===== config.mk =====
export PLATFORM = sky130hd
export DESIGN_NAME = fsync_gen
export DESIGN_NICKNAME = d
export VERILOG_FILES = /design/src/rtl/fsync_gen.sv
export SDC_FILE = /design/constraint.sdc
export NUM_CORES = 1
export LEC_CHECK = 0
export BUFFER_PORTS_ARGS = -buffer_cell sky130_fd_sc_hd__buf_4
export CORE_UTILIZATION = 49
export CTS_CLUSTER_SIZE = 24
export DETAILED_ROUTE_END_ITERATION = 16
export PLACE_DENSITY = 0.86
export SYNTH_ARGS = -nofsm -noshare
export SYNTH_HDL_FRONTEND = slang
export SYNTH_SLANG_ARGS = --single-unit

===== constraint.sdc =====
create_clock -name clk -period 2.4 [get_ports clk]
set_clock_uncertainty 0.2 [all_clocks]
set_input_delay 0.12 -clock clk [delete_from_list [all_inputs] [get_ports clk]]
set_output_delay 0.12 -clock clk [all_outputs]
set_load 0.02 [all_outputs]

===== src/rtl/fsync_gen.sv =====
module fsync_gen #(
  parameter int CNT_W    = 16,
  parameter int FAST_DIV = 15,
  parameter int SLOW_DIV = 300
) (
  input  logic             clk,
  input  logic             rst_n,
  input  logic             en,
  input  logic             duty_sym,
  input  logic             rate_slow,
  input  logic             src_ext,
  input  logic             ext_tick,
  input  logic [CNT_W-1:0] hi_len,
  input  logic [CNT_W-1:0] lo_len,
  output logic             fs_out,
  output logic             fs_rise
);
  localparam int MAXDIV = (FAST_DIV > SLOW_DIV) ? FAST_DIV : SLOW_DIV;
  localparam int PW     = $clog2(MAXDIV + 1);
  localparam logic [PW-1:0] FAST_LAST = PW'(FAST_DIV - 1);
  localparam logic [PW-1:0] SLOW_LAST = PW'(SLOW_DIV - 1);

  logic [PW-1:0]    pre_cnt;
  logic [CNT_W-1:0] cnt, len;
  logic             running;

  wire pre_last = pre_cnt >= (rate_slow ? SLOW_LAST : FAST_LAST);
  wire tick     = en && (src_ext ? ext_tick : pre_last);
  wire [CNT_W-1:0] lo_next = duty_sym ? hi_len : lo_len;

  always_ff @(posedge clk) begin
    if (!rst_n || !en)  pre_cnt <= '0;
    else if (pre_last)  pre_cnt <= '0;
    else                pre_cnt <= pre_cnt + 1'b1;
  end

  always_ff @(posedge clk) begin
    if (!rst_n || !en) begin
      running <= 1'b0;
      fs_out  <= 1'b0;
      fs_rise <= 1'b0;
      cnt     <= '0;
      len     <= '0;
    end else begin
      fs_rise <= 1'b0;
      if (tick) begin
        if (!running) begin
          running <= 1'b1;
          fs_out  <= 1'b1;
          fs_rise <= 1'b1;
          cnt     <= '0;
          len     <= hi_len;
        end else if (cnt == len) begin
          cnt     <= '0;
          fs_out  <= !fs_out;
          fs_rise <= !fs_out;
          len     <= fs_out ? lo_next : hi_len;
        end else begin
          cnt <= cnt + 1'b1;
        end
      end
    end
  end

  p_off_low_r7: assert property (@(posedge clk) disable iff (!rst_n)
    !en |=> (!fs_out && !fs_rise));

  p_rise_edge_r6: assert property (@(posedge clk) disable iff (!rst_n)
    fs_rise |-> (fs_out && !$past(fs_out)));

  p_rise_single_r6: assert property (@(posedge clk) disable iff (!rst_n)
    fs_rise |=> !fs_rise);

  p_hold_no_tick_r9: assert property (@(posedge clk) disable iff (!rst_n)
    (en && !tick) |=> $stable(fs_out));

  p_cnt_in_len_r3: assert property (@(posedge clk) disable iff (!rst_n)
    running |-> (cnt <= len));

  p_idle_low_r10: assert property (@(posedge clk) disable iff (!rst_n)
    !running |-> !fs_out);
endmodule


Word level (Yosys, flattened, before mapping)
Cells that the tools add are included.
{"block": "classes", "mul": 0, "eq_ne": 2, "magnitude_cmp": 1, "n_shift": 0, "n_reduce_logical": 8, "bitwise_logic": 1, "add_sub_neg": 2, "muxes": 12, "div_mod_pow": 0}
{"op": "16-bit two-way mux", "n": 6}
{"op": "16-bit by 1-bit adder with 16-bit output (second input constant)", "n": 1}
{"op": "16-bit equality test", "n": 1}
{"op": "9-bit by 1-bit adder with 9-bit output (second input constant)", "n": 1}
{"op": "9-bit >= comparator", "n": 1}
{"op": "9-bit two-way mux", "n": 1}
{"op": "1-bit two-way mux", "n": 5}
{"op": "2-bit OR reduction", "n": 2}
{"op": "1-bit zero test", "n": 3}
{"op": "2-bit by 1-bit inequality test with 1-bit output (second input constant)", "n": 1}
{"op": "2-bit AND reduction", "n": 1}
{"op": "1-bit logical AND", "n": 1}
{"op": "1-bit logical OR", "n": 1}
{"op": "1-bit NOT", "n": 1}
{"block": "totals", "n_memories": 0, "ramBits": 0, "out_inout_bits": 2, "register_bits": 44, "latchBits": 0, "input_bits": 39, "mem_bits_ro": 0}

Logic depth before layout (Yosys ltp)
Gate-level depths: netlist of run 1.
{"block": "depth", "ltp_word": 6, "mapped_depth": 9, "mapped_depth_nobuf": 8}

Worst setup path before layout of run 1
No wires, ideal clock.
{"block": "synth_path", "kind": "register -> register", "from": "reg pre_cnt[0]", "to": "reg len[10]", "path_slack_ps": -255, "path_buffers": 1, "period_less_slack_ps": 2655, "setup_time_ps": 125, "arrival_time_ps": 2330, "stages_incl_launch_ff": 10, "path_cell_list": "dfxtp_1 -> inv_1 -> ha_1 -> nand2b_1 -> a311o_1 -> a2111oi_4 -> nor2_2 -> nand4_2 -> buf_2 -> o22ai_1"}
{"block": "synth_between", "elab_chain_len": 4}
{"element": "from (decl)", "line": "23", "text": "logic [PW-1:0] pre_cnt;"}
{"element": "from (signal assigned)", "line": "34", "text": "else pre_cnt <= pre_cnt + 1'b1;"}
{"element": "9-bit >= comparator", "line": "27", "text": "wire pre_last = pre_cnt >= (rate_slow ? SLOW_LAST : FAST_LAST);"}
{"element": "1-bit two-way mux", "line": "28", "text": "wire tick = en && (src_ext ? ext_tick : pre_last);"}
{"element": "1-bit logical AND", "line": "28"}
{"element": "2-bit AND reduction (no line)"}
{"element": "to (signal assigned)", "line": "52", "text": "len <= hi_len;"}
{"element": "to (signal assigned)", "line": "57", "text": "len <= fs_out ? lo_next : hi_len;"}
{"element": "to (decl)", "line": "24", "text": "logic [CNT_W-1:0] cnt, len;"}
Every way passes these cells.
A chain may end at the register's enable or synchronous reset.

Final worst setup path of run 1
{"block": "layout_path", "from": "reg pre_cnt[0]", "to": "reg len[13]"}
The elaborated chain is that of the path after synthesis.

==> results of run 1 <==
==> routing by layer <==
metal,vias up,share of wire
li1,1011,-
met1,1047,0.38
met2,101,0.51
met3,27,0.058
met4,0,0.048
met5,-,0
==> registers in the layout (all words and copies together), names as in the netlist <==
name and count:
fs_out 1, cnt 16, pre_cnt 9, len 16
running 1, fs_rise 1
==> cells by family after synthesis <==
kind of cell             synth area share
buffers and inverters              0.0573
adder cells (fa/ha/maj)            0.0340
AND/OR/NAND/NOR                     0.197
XOR/XNOR                            0.143
AO/OA/AOI/OAI                      0.0975
flip-flops                          0.399
multiplexers                       0.0726
==> through the flow <==
step | utilization | hold slack (ns)
3_5_place_dp | 0.592 | 0.187
4_1_cts | 0.689 | 0.0102
2_1_floorplan | - | 0.0902
6_report | 0.716 | 0.0842
5_1_grt | 0.716 | 0.0884
3_3_place_gp | 0.592 | 0.181
==> cell usage in the layout (no fill, tap or decap), drive strengths merged, types with 2 or more instances in the layout <==
master and count:
buf 50, dfxtp 44, dlygate4sd3 33, xnor2 30
nor2 29, inv 20, o22ai 17, mux2i 16
nand2 10, nand4 10, nand3 6, xor2 6
ha 6, clkbuf 6, nor4 5, nand2b 4
a21o 4, nor4b 4, nor3 3, and2 3
o21ai 2, and3 2, a21oi 2
==> worst max-delay path: cells and delay by family (launching register included) <==
family / cells / cell delay [ns]
AO/OA/AOI/OAI: 4 / 1.38
adder cells (fa/ha/maj): 1 / 0.19
buffers and inverters: 1 / 0.04
flip-flops: 1 / 0.34
AND/OR/NAND/NOR: 2 / 0.27
==> worst paths after layout <==
check / endpoint / slack [ns] / depth (start not counted) / start
max: len[13] / -0.12 / 8 / pre_cnt[0]
min: len[7] / 0.08 / 3 / en
max reg2reg: len[13] / -0.12 / 8 / pre_cnt[0]
min reg2reg: len[5] / 0.29 / 2 / len[5]
==> where the power goes <==
group / total, W / internal [W] / leakage (nW) / switching (W)
clock network: 0.000466 / 0.000207 / 0.0414 / 0.000259
registers: 0.000747 / 0.000739 / 0.356 / 0.00000841
logic: 0.000203 / 0.000118 / 0.833 / 0.0000858
==> final cells by class <==
type	count	share of cell area
clock inverters	2	0.00521
inverters	20	0.0241
multi-input cells	172	0.417
flip-flops and latches	44	0.283
clock buffers	6	0.0233
repair buffers	83	0.227
well taps	52	0.0209
==> Yosys cell counts, types with 2 or more instances <==
master	instances	area, um^2
a21oi_1	2	10.0
and2_1	3	18.8
and3_1	2	12.5
buf_2	2	10.0
buf_6	2	22.5
clkbuf_1	5	18.8
dfxtp_1	44	881
ha_1	6	75.1
inv_1	20	75.1
mux2i_1	16	160
nand2_1	10	37.5
nand2b_1	4	25.0
nand3_1	6	30.0
nand4_1	8	50.1
nor2_1	28	105
nor3_1	3	15.0
nor4_1	5	31.3
nor4b_1	4	35.0
o21ai_0	2	10.0
o22ai_1	17	106
xnor2_1	30	263
xor2_1	6	52.6
==> timing repair <==
item | in CTS | in global routing
hold buffers | 33 | 0
resized for setup | 0 | 10
endpoints found under the setup margin | 0 | 31
endpoints found under the hold margin | 17 | 0
setup buffers | 0 | 2
==> impl_metrics.py, run 1 <==
metrics = {
    "status": {
        "status": "finished, violations left",
        "violations": "setup timing",
    },
    "synth": {
        "synth_seq_area_share": 0.399,
        "syn_avg_cell_area_um2": 9.16,
        "synth-edff-count": 0,
        "mappedNetlistNets": 286,
        "synth.ff_latch_count": 44,
        "synth_cell_types": 38,
        "ys.flop_type": "dfxtp_1",
        "postSynthCellCount": 241,
        "synth.yosys.warnings": 0,
        "synth_area_um2": 2210,
        "asyncSetResetFlopFracSynth": 0,
    },
    "worst_setup_path": {
        "timing.setup.critical_path_class": "flip-flop to flip-flop",
        "crit_path_end_kind": "flip-flop",
        "critical-path-slowest-cell": "a2111oi_4",
        "path_cells": "inv_2 > ha_4 > nand2b_4 > a311o_1 > a2111oi_4 > nor2_4 > a21o_2 > o22ai_1",
        "crit_path_max_fanout": 7,
        "setup.worst_path.start_class": "flip-flop",
        "required_time_of_the_critical_path_ns": 2.40,
        "worst_ep_arrival_time_ns": 2.53,
        "timing.critical_path.slowest_cell_delay_ns": 0.46,
    },
    "cts": {
        "cts_buffer_depth": 2,
        "numCtsBuffers": 5,
        "clk_latency_ns": 0.30,
        "clk_root_buffer_cell": "clkbuf_8",
        "clkSinkCount": 44,
        "clock_tree_from_tritoncts": "done",
        "clk_pin_slew_worst_paths_ns": 0.09,
        "cts.htree.levels": 2,
    },
    "power": {
        "power.total_w": 0.00142,
        "power.density_cell_area_nw_per_um2": 454,
        "peak_supply_drop_v": 0.000321,
        "static-leakage-power_nw": 1.23,
    },
    "floorplan": {
        "die_area_um2": 4780,
        "num_rows": 24,
        "core_region_area_um2": 4350,
        "die-width_um": 69.1,
        "initial_cell_density_of_the_core": 0.507,
        "io-pin-count": 41,
        "die_height_um": 69.1,
    },
    "sta": {
        "timing.slew.headroom": 0.701,
        "timing.final.setup_violations": 9,
        "period_needed_ns": 2.52,
        "rsz0062_at_grt": "true",
        "timing.fmax_mhz": 396,
        "finalCritPeriodShare": 1.05,
        "fin_ws_ns": -0.123,
        "timing.final.hold_violations": 0,
        "worst_pin_slew_ns": 0.448,
        "setup_total_negative_slack_ns": -0.342,
        "max_slew_violation_total_from_the_final_report": 0,
    },
    "grt": {
        "grt_overflow_total": 0,
        "met2_usage_in_global_routing": 0.438,
        "grt_use_total": 0.246,
        "grt_first_pass_wirelength_um": 9310,
        "groute.layer.met1.usage": 0.283,
        "globalRoute.busiestLayer": "met2",
        "antenna_found_initial": 0,
        "grt_pass1_vias": 2032,
        "global_route.usage.met3": 0.0526,
        "pin_count_of_the_biggest_net_entering_global_routing": 34,
    },
    "cells_and_area": {
        "ff_latch_area_um2": 882,
        "area.growth.synth_to_final_pct": 41.3,
        "postLayoutCellArea_um2": 3120,
        "fin_cells": 379,
        "antennaDiodeCount": 0,
        "nets": 371,
        "area_of_the_multi_input_gates_um2": 1300,
        "layout-drive-gt1-share": 0.223,
        "fillCellCount": 268,
    },
    "detailed_routing": {
        "vias_per_cell": 5.77,
        "routed_wire_length_per_instance_um": 18.1,
        "vias": 2186,
        "route.antenna.remaining_nets": 0,
        "drt_pre_antenna_iters": 5,
        "first_iter_violations": 147,
        "drc_markers": 0,
        "finalWirelength_um": 6850,
    },
    "min_path": {
        "timing.hold.worst.class": "primary input to flip-flop",
    },
    "place": {
        "numPortBuffers": 40,
        "post-place-ws_ns": 0.0255,
        "gp_congestion": 0.896,
        "placed_cell_area_um2": 2580,
        "dp_cells": 331,
        "hpwl_um": 3270,
    },
    "run": {
        "maximum_capacitance_violations": 0,
    },
}
No activity file was read; power rests on OpenSTA's default activity.
==> run 2, diff against run 1 <==
- CORE_UTILIZATION: 49 -> 55
- PLACE_DENSITY: 0.86 -> 0.9
- clock period: 2.4 -> 2.39 ns (I/O delays scaled with it)
==> run 2 against run 1 <==
Combinational power increased by 15%. Non-clock buffer count decreased by 4. Flip-flop and latch count unchanged. First-iteration DRC count increased by 78%. Core utilization increased by 16 points. Total power increased by 14%. Register-to-register slack got worse by 0.16 ns. Highest routed layer unchanged. The flow still finishes with violations (setup timing). Largest power group unchanged. Hold slack got worse by 0.049 ns. Critical path depth increased by 1. Sequential share of layout area decreased by 1.3 points. Maximum frequency decreased by 5.7%. Critical path type unchanged. Largest cell class unchanged.
==> impl_metrics.py, run 2 (synthesized netlist as in run 1, its figures left out) <==
metrics = {
    "sta": {
        "finalCritPeriodShare": 1.12,
        "worst_pin_slew_ns": 0.491,
        "max_slew_violation_total_from_the_final_report": 0,
        "period_needed_ns": 2.68,
        "fin_ws_ns": -0.286,
        "timing.slew.headroom": 0.672,
        "timing.final.hold_violations": 0,
        "rsz0062_at_grt": "true",
        "timing.final.setup_violations": 27,
        "timing.fmax_mhz": 374,
        "worst_hold_margin_ns": 0.0355,
    },
    "detailed_routing": {
        "vias": 2529,
        "drc_markers": 0,
        "route.met2.wl_um": 4120,
        "drt_pre_antenna_iters": 5,
        "route.antenna.remaining_nets": 0,
        "vias_per_cell": 6.80,
        "routed_wire_length_per_instance_um": 24.2,
        "routedLengthMet1_um": 3170,
        "finalWirelength_um": 9020,
        "first_iter_violations": 261,
        "highest-signal-layer": "met4",
        "route.met3.wl_um": 948,
    },
    "worst_setup_path": {
        "crit_path_max_fanout": 16,
        "worstPathBufferInverterCount": 2,
        "required_time_of_the_critical_path_ns": 2.38,
        "timing.critical_path.max_delay_family": "compound AO/OA/AOI/OAI gates",
        "crit_path_end_kind": "flip-flop",
        "setup.worst_path.start_class": "flip-flop",
        "rr_worst_depth": 9,
        "path_cells": "inv_2 > ha_4 > nand2b_4 > a311o_1 > a2111oi_4 > buf_6 > nor3_1 > xnor2_1 > nor2_1",
        "timing.critical_path.slowest_cell_delay_ns": 0.42,
        "critical-path-slowest-cell": "a2111oi_4",
        "worst_ep_arrival_time_ns": 2.66,
        "crit_cells": 9,
        "timing.setup.critical_path_class": "flip-flop to flip-flop",
    },
    "cts": {
        "cts.htree.levels": 2,
        "numCtsBuffers": 5,
        "clk_root_buffer_cell": "clkbuf_8",
        "cts_buffer_depth": 2,
        "clock_tree_from_tritoncts": "done",
        "clkSinkCount": 44,
        "clk_latency_ns": 0.31,
        "post_cts_buffers": 0,
        "clk_pin_slew_worst_paths_ns": 0.09,
    },
    "cells_and_area": {
        "layout-drive-gt1-share": 0.275,
        "nets": 368,
        "area.growth.synth_to_final_pct": 48.1,
        "area_of_the_multi_input_gates_um2": 1450,
        "postLayoutCellArea_um2": 3270,
        "most-common-layout-cells": "buf_4, dfxtp_1, dlygate4sd3_1",
        "ff_latch_area_um2": 882,
        "commonest_non_fill_non_tap_cell_in_the_layout": "buf_4",
        "utilization": 0.873,
        "largest_registers": "cnt: 16 flops, len: 16 flops, pre_cnt: 9 flops",
        "antennaDiodeCount": 0,
        "fillCellCount": 139,
    },
    "place": {
        "hpwl_um": 3300,
        "gp_congestion": 0.827,
        "numPortBuffers": 40,
        "placed_cell_area_um2": 2570,
    },
    "status": {
        "violations": "setup timing",
        "status": "finished, violations left",
    },
    "floorplan": {
        "die_area_um2": 4270,
        "die_height_um": 65.3,
        "die-width_um": 65.3,
        "core_region_area_um2": 3740,
        "num_rows": 22,
        "io-pin-count": 41,
        "initial_cell_density_of_the_core": 0.590,
    },
    "power": {
        "pwr-share-comb": 0.145,
        "netSwitchingPower_w": 0.000402,
        "power.density_cell_area_nw_per_um2": 492,
        "power.share.switching": 0.250,
        "part_of_the_power_in_the_clock_network": 0.388,
        "power_frac_seq": 0.467,
        "power_report.internal_total_w": 0.00121,
        "peak_supply_drop_v": 0.000321,
        "static-leakage-power_nw": 1.26,
    },
    "min_path": {
        "whs_path_depth": 3,
        "timing.hold.worst.class": "primary input to flip-flop",
    },
    "grt": {
        "grt_first_pass_wirelength_um": 10700,
        "grt_pass1_vias": 2319,
        "grt_overflow_total": 0,
        "antenna_found_initial": 0,
        "grt_use_total": 0.333,
        "pin_count_of_the_biggest_net_entering_global_routing": 19,
    },
    "run": {
        "maximum_capacitance_violations": 0,
    },
}
==> run 2: cell types whose count changed in the layout (fill, tap and decap cells not counted), sizes merged <==
| cell | delta |
|---|---|
| a21o | +1 |
| buf | -3 |
| bufinv | +1 |
| dlygate4sd3 | -1 |
| clkinvlp | -1 |
==> run 2: path summary, 6_finish.rpt <==
path / start / end / slack [ns]
max reg2reg: pre_cnt[0] / cnt[14] / -0.29
min reg2reg: len[12] / len[12] / 0.32
max: pre_cnt[0] / cnt[14] / -0.29
min: rst_n / fs_rise / 0.04
==> run 2: what timing repair did <==
action                                 CTS  global route
hold buffers                            32             0
resized for setup                        1            31
cloned                                   1             4
pin swaps                                0             1
setup endpoints to repair                2            33
endpoints found under the hold margin   16             0
==> run 2: power by group through the flow <==
stage	clock network (W)	logic [W]	registers (W)
after floorplan	0	0.0000637	0.000766
after global placement	0	0.000123	0.000766
after detailed placement	0	0.000127	0.000766
after CTS	0.000607	0.000171	0.000749
after global routing	0.000647	0.000240	0.000752
final	0.000624	0.000233	0.000752
==> run 2: cell type report <==
class	instances	share of cell area
inverter	20	0.0230
tap	48	0.0184
clock buffer	6	0.0253
clock inverter	2	0.0119
multi-input combinational	173	0.444
timing repair buffer	79	0.207
sequential	44	0.270
==> run 2: worst reg2reg max path: cells and delay by family (launching register included) <==
kind | cells | cell delay [ns]
buffers and inverters | 2 | 0.28
XOR/XNOR | 1 | 0.37
flip-flops | 1 | 0.36
AND/OR/NAND/NOR | 3 | 0.35
adder cells (fa/ha/maj) | 1 | 0.21
AO/OA/AOI/OAI | 2 | 0.78
==> run 2: metal layers <==
metal	up-vias	GRT usage
li1	1010	-
met5	-	0
met1	1158	0.367
met3	88	0.0816
met4	0	0.217
met2	273	0.564
==> run 2: metrics by stage <==
stage	power (W)	setup TNS [ns]	cells	setup WS, ns
2_1_floorplan	0.000830	-2.20	241	-0.0847
3_3_place_gp	0.000889	0	327	0.0718
3_5_place_dp	0.000893	-0.00546	327	-0.00546
4_1_cts	0.00153	-0.0160	368	-0.0160
5_1_grt	0.00164	-3.77	372	-0.356
6_report	0.00161	-1.22	372	-0.286
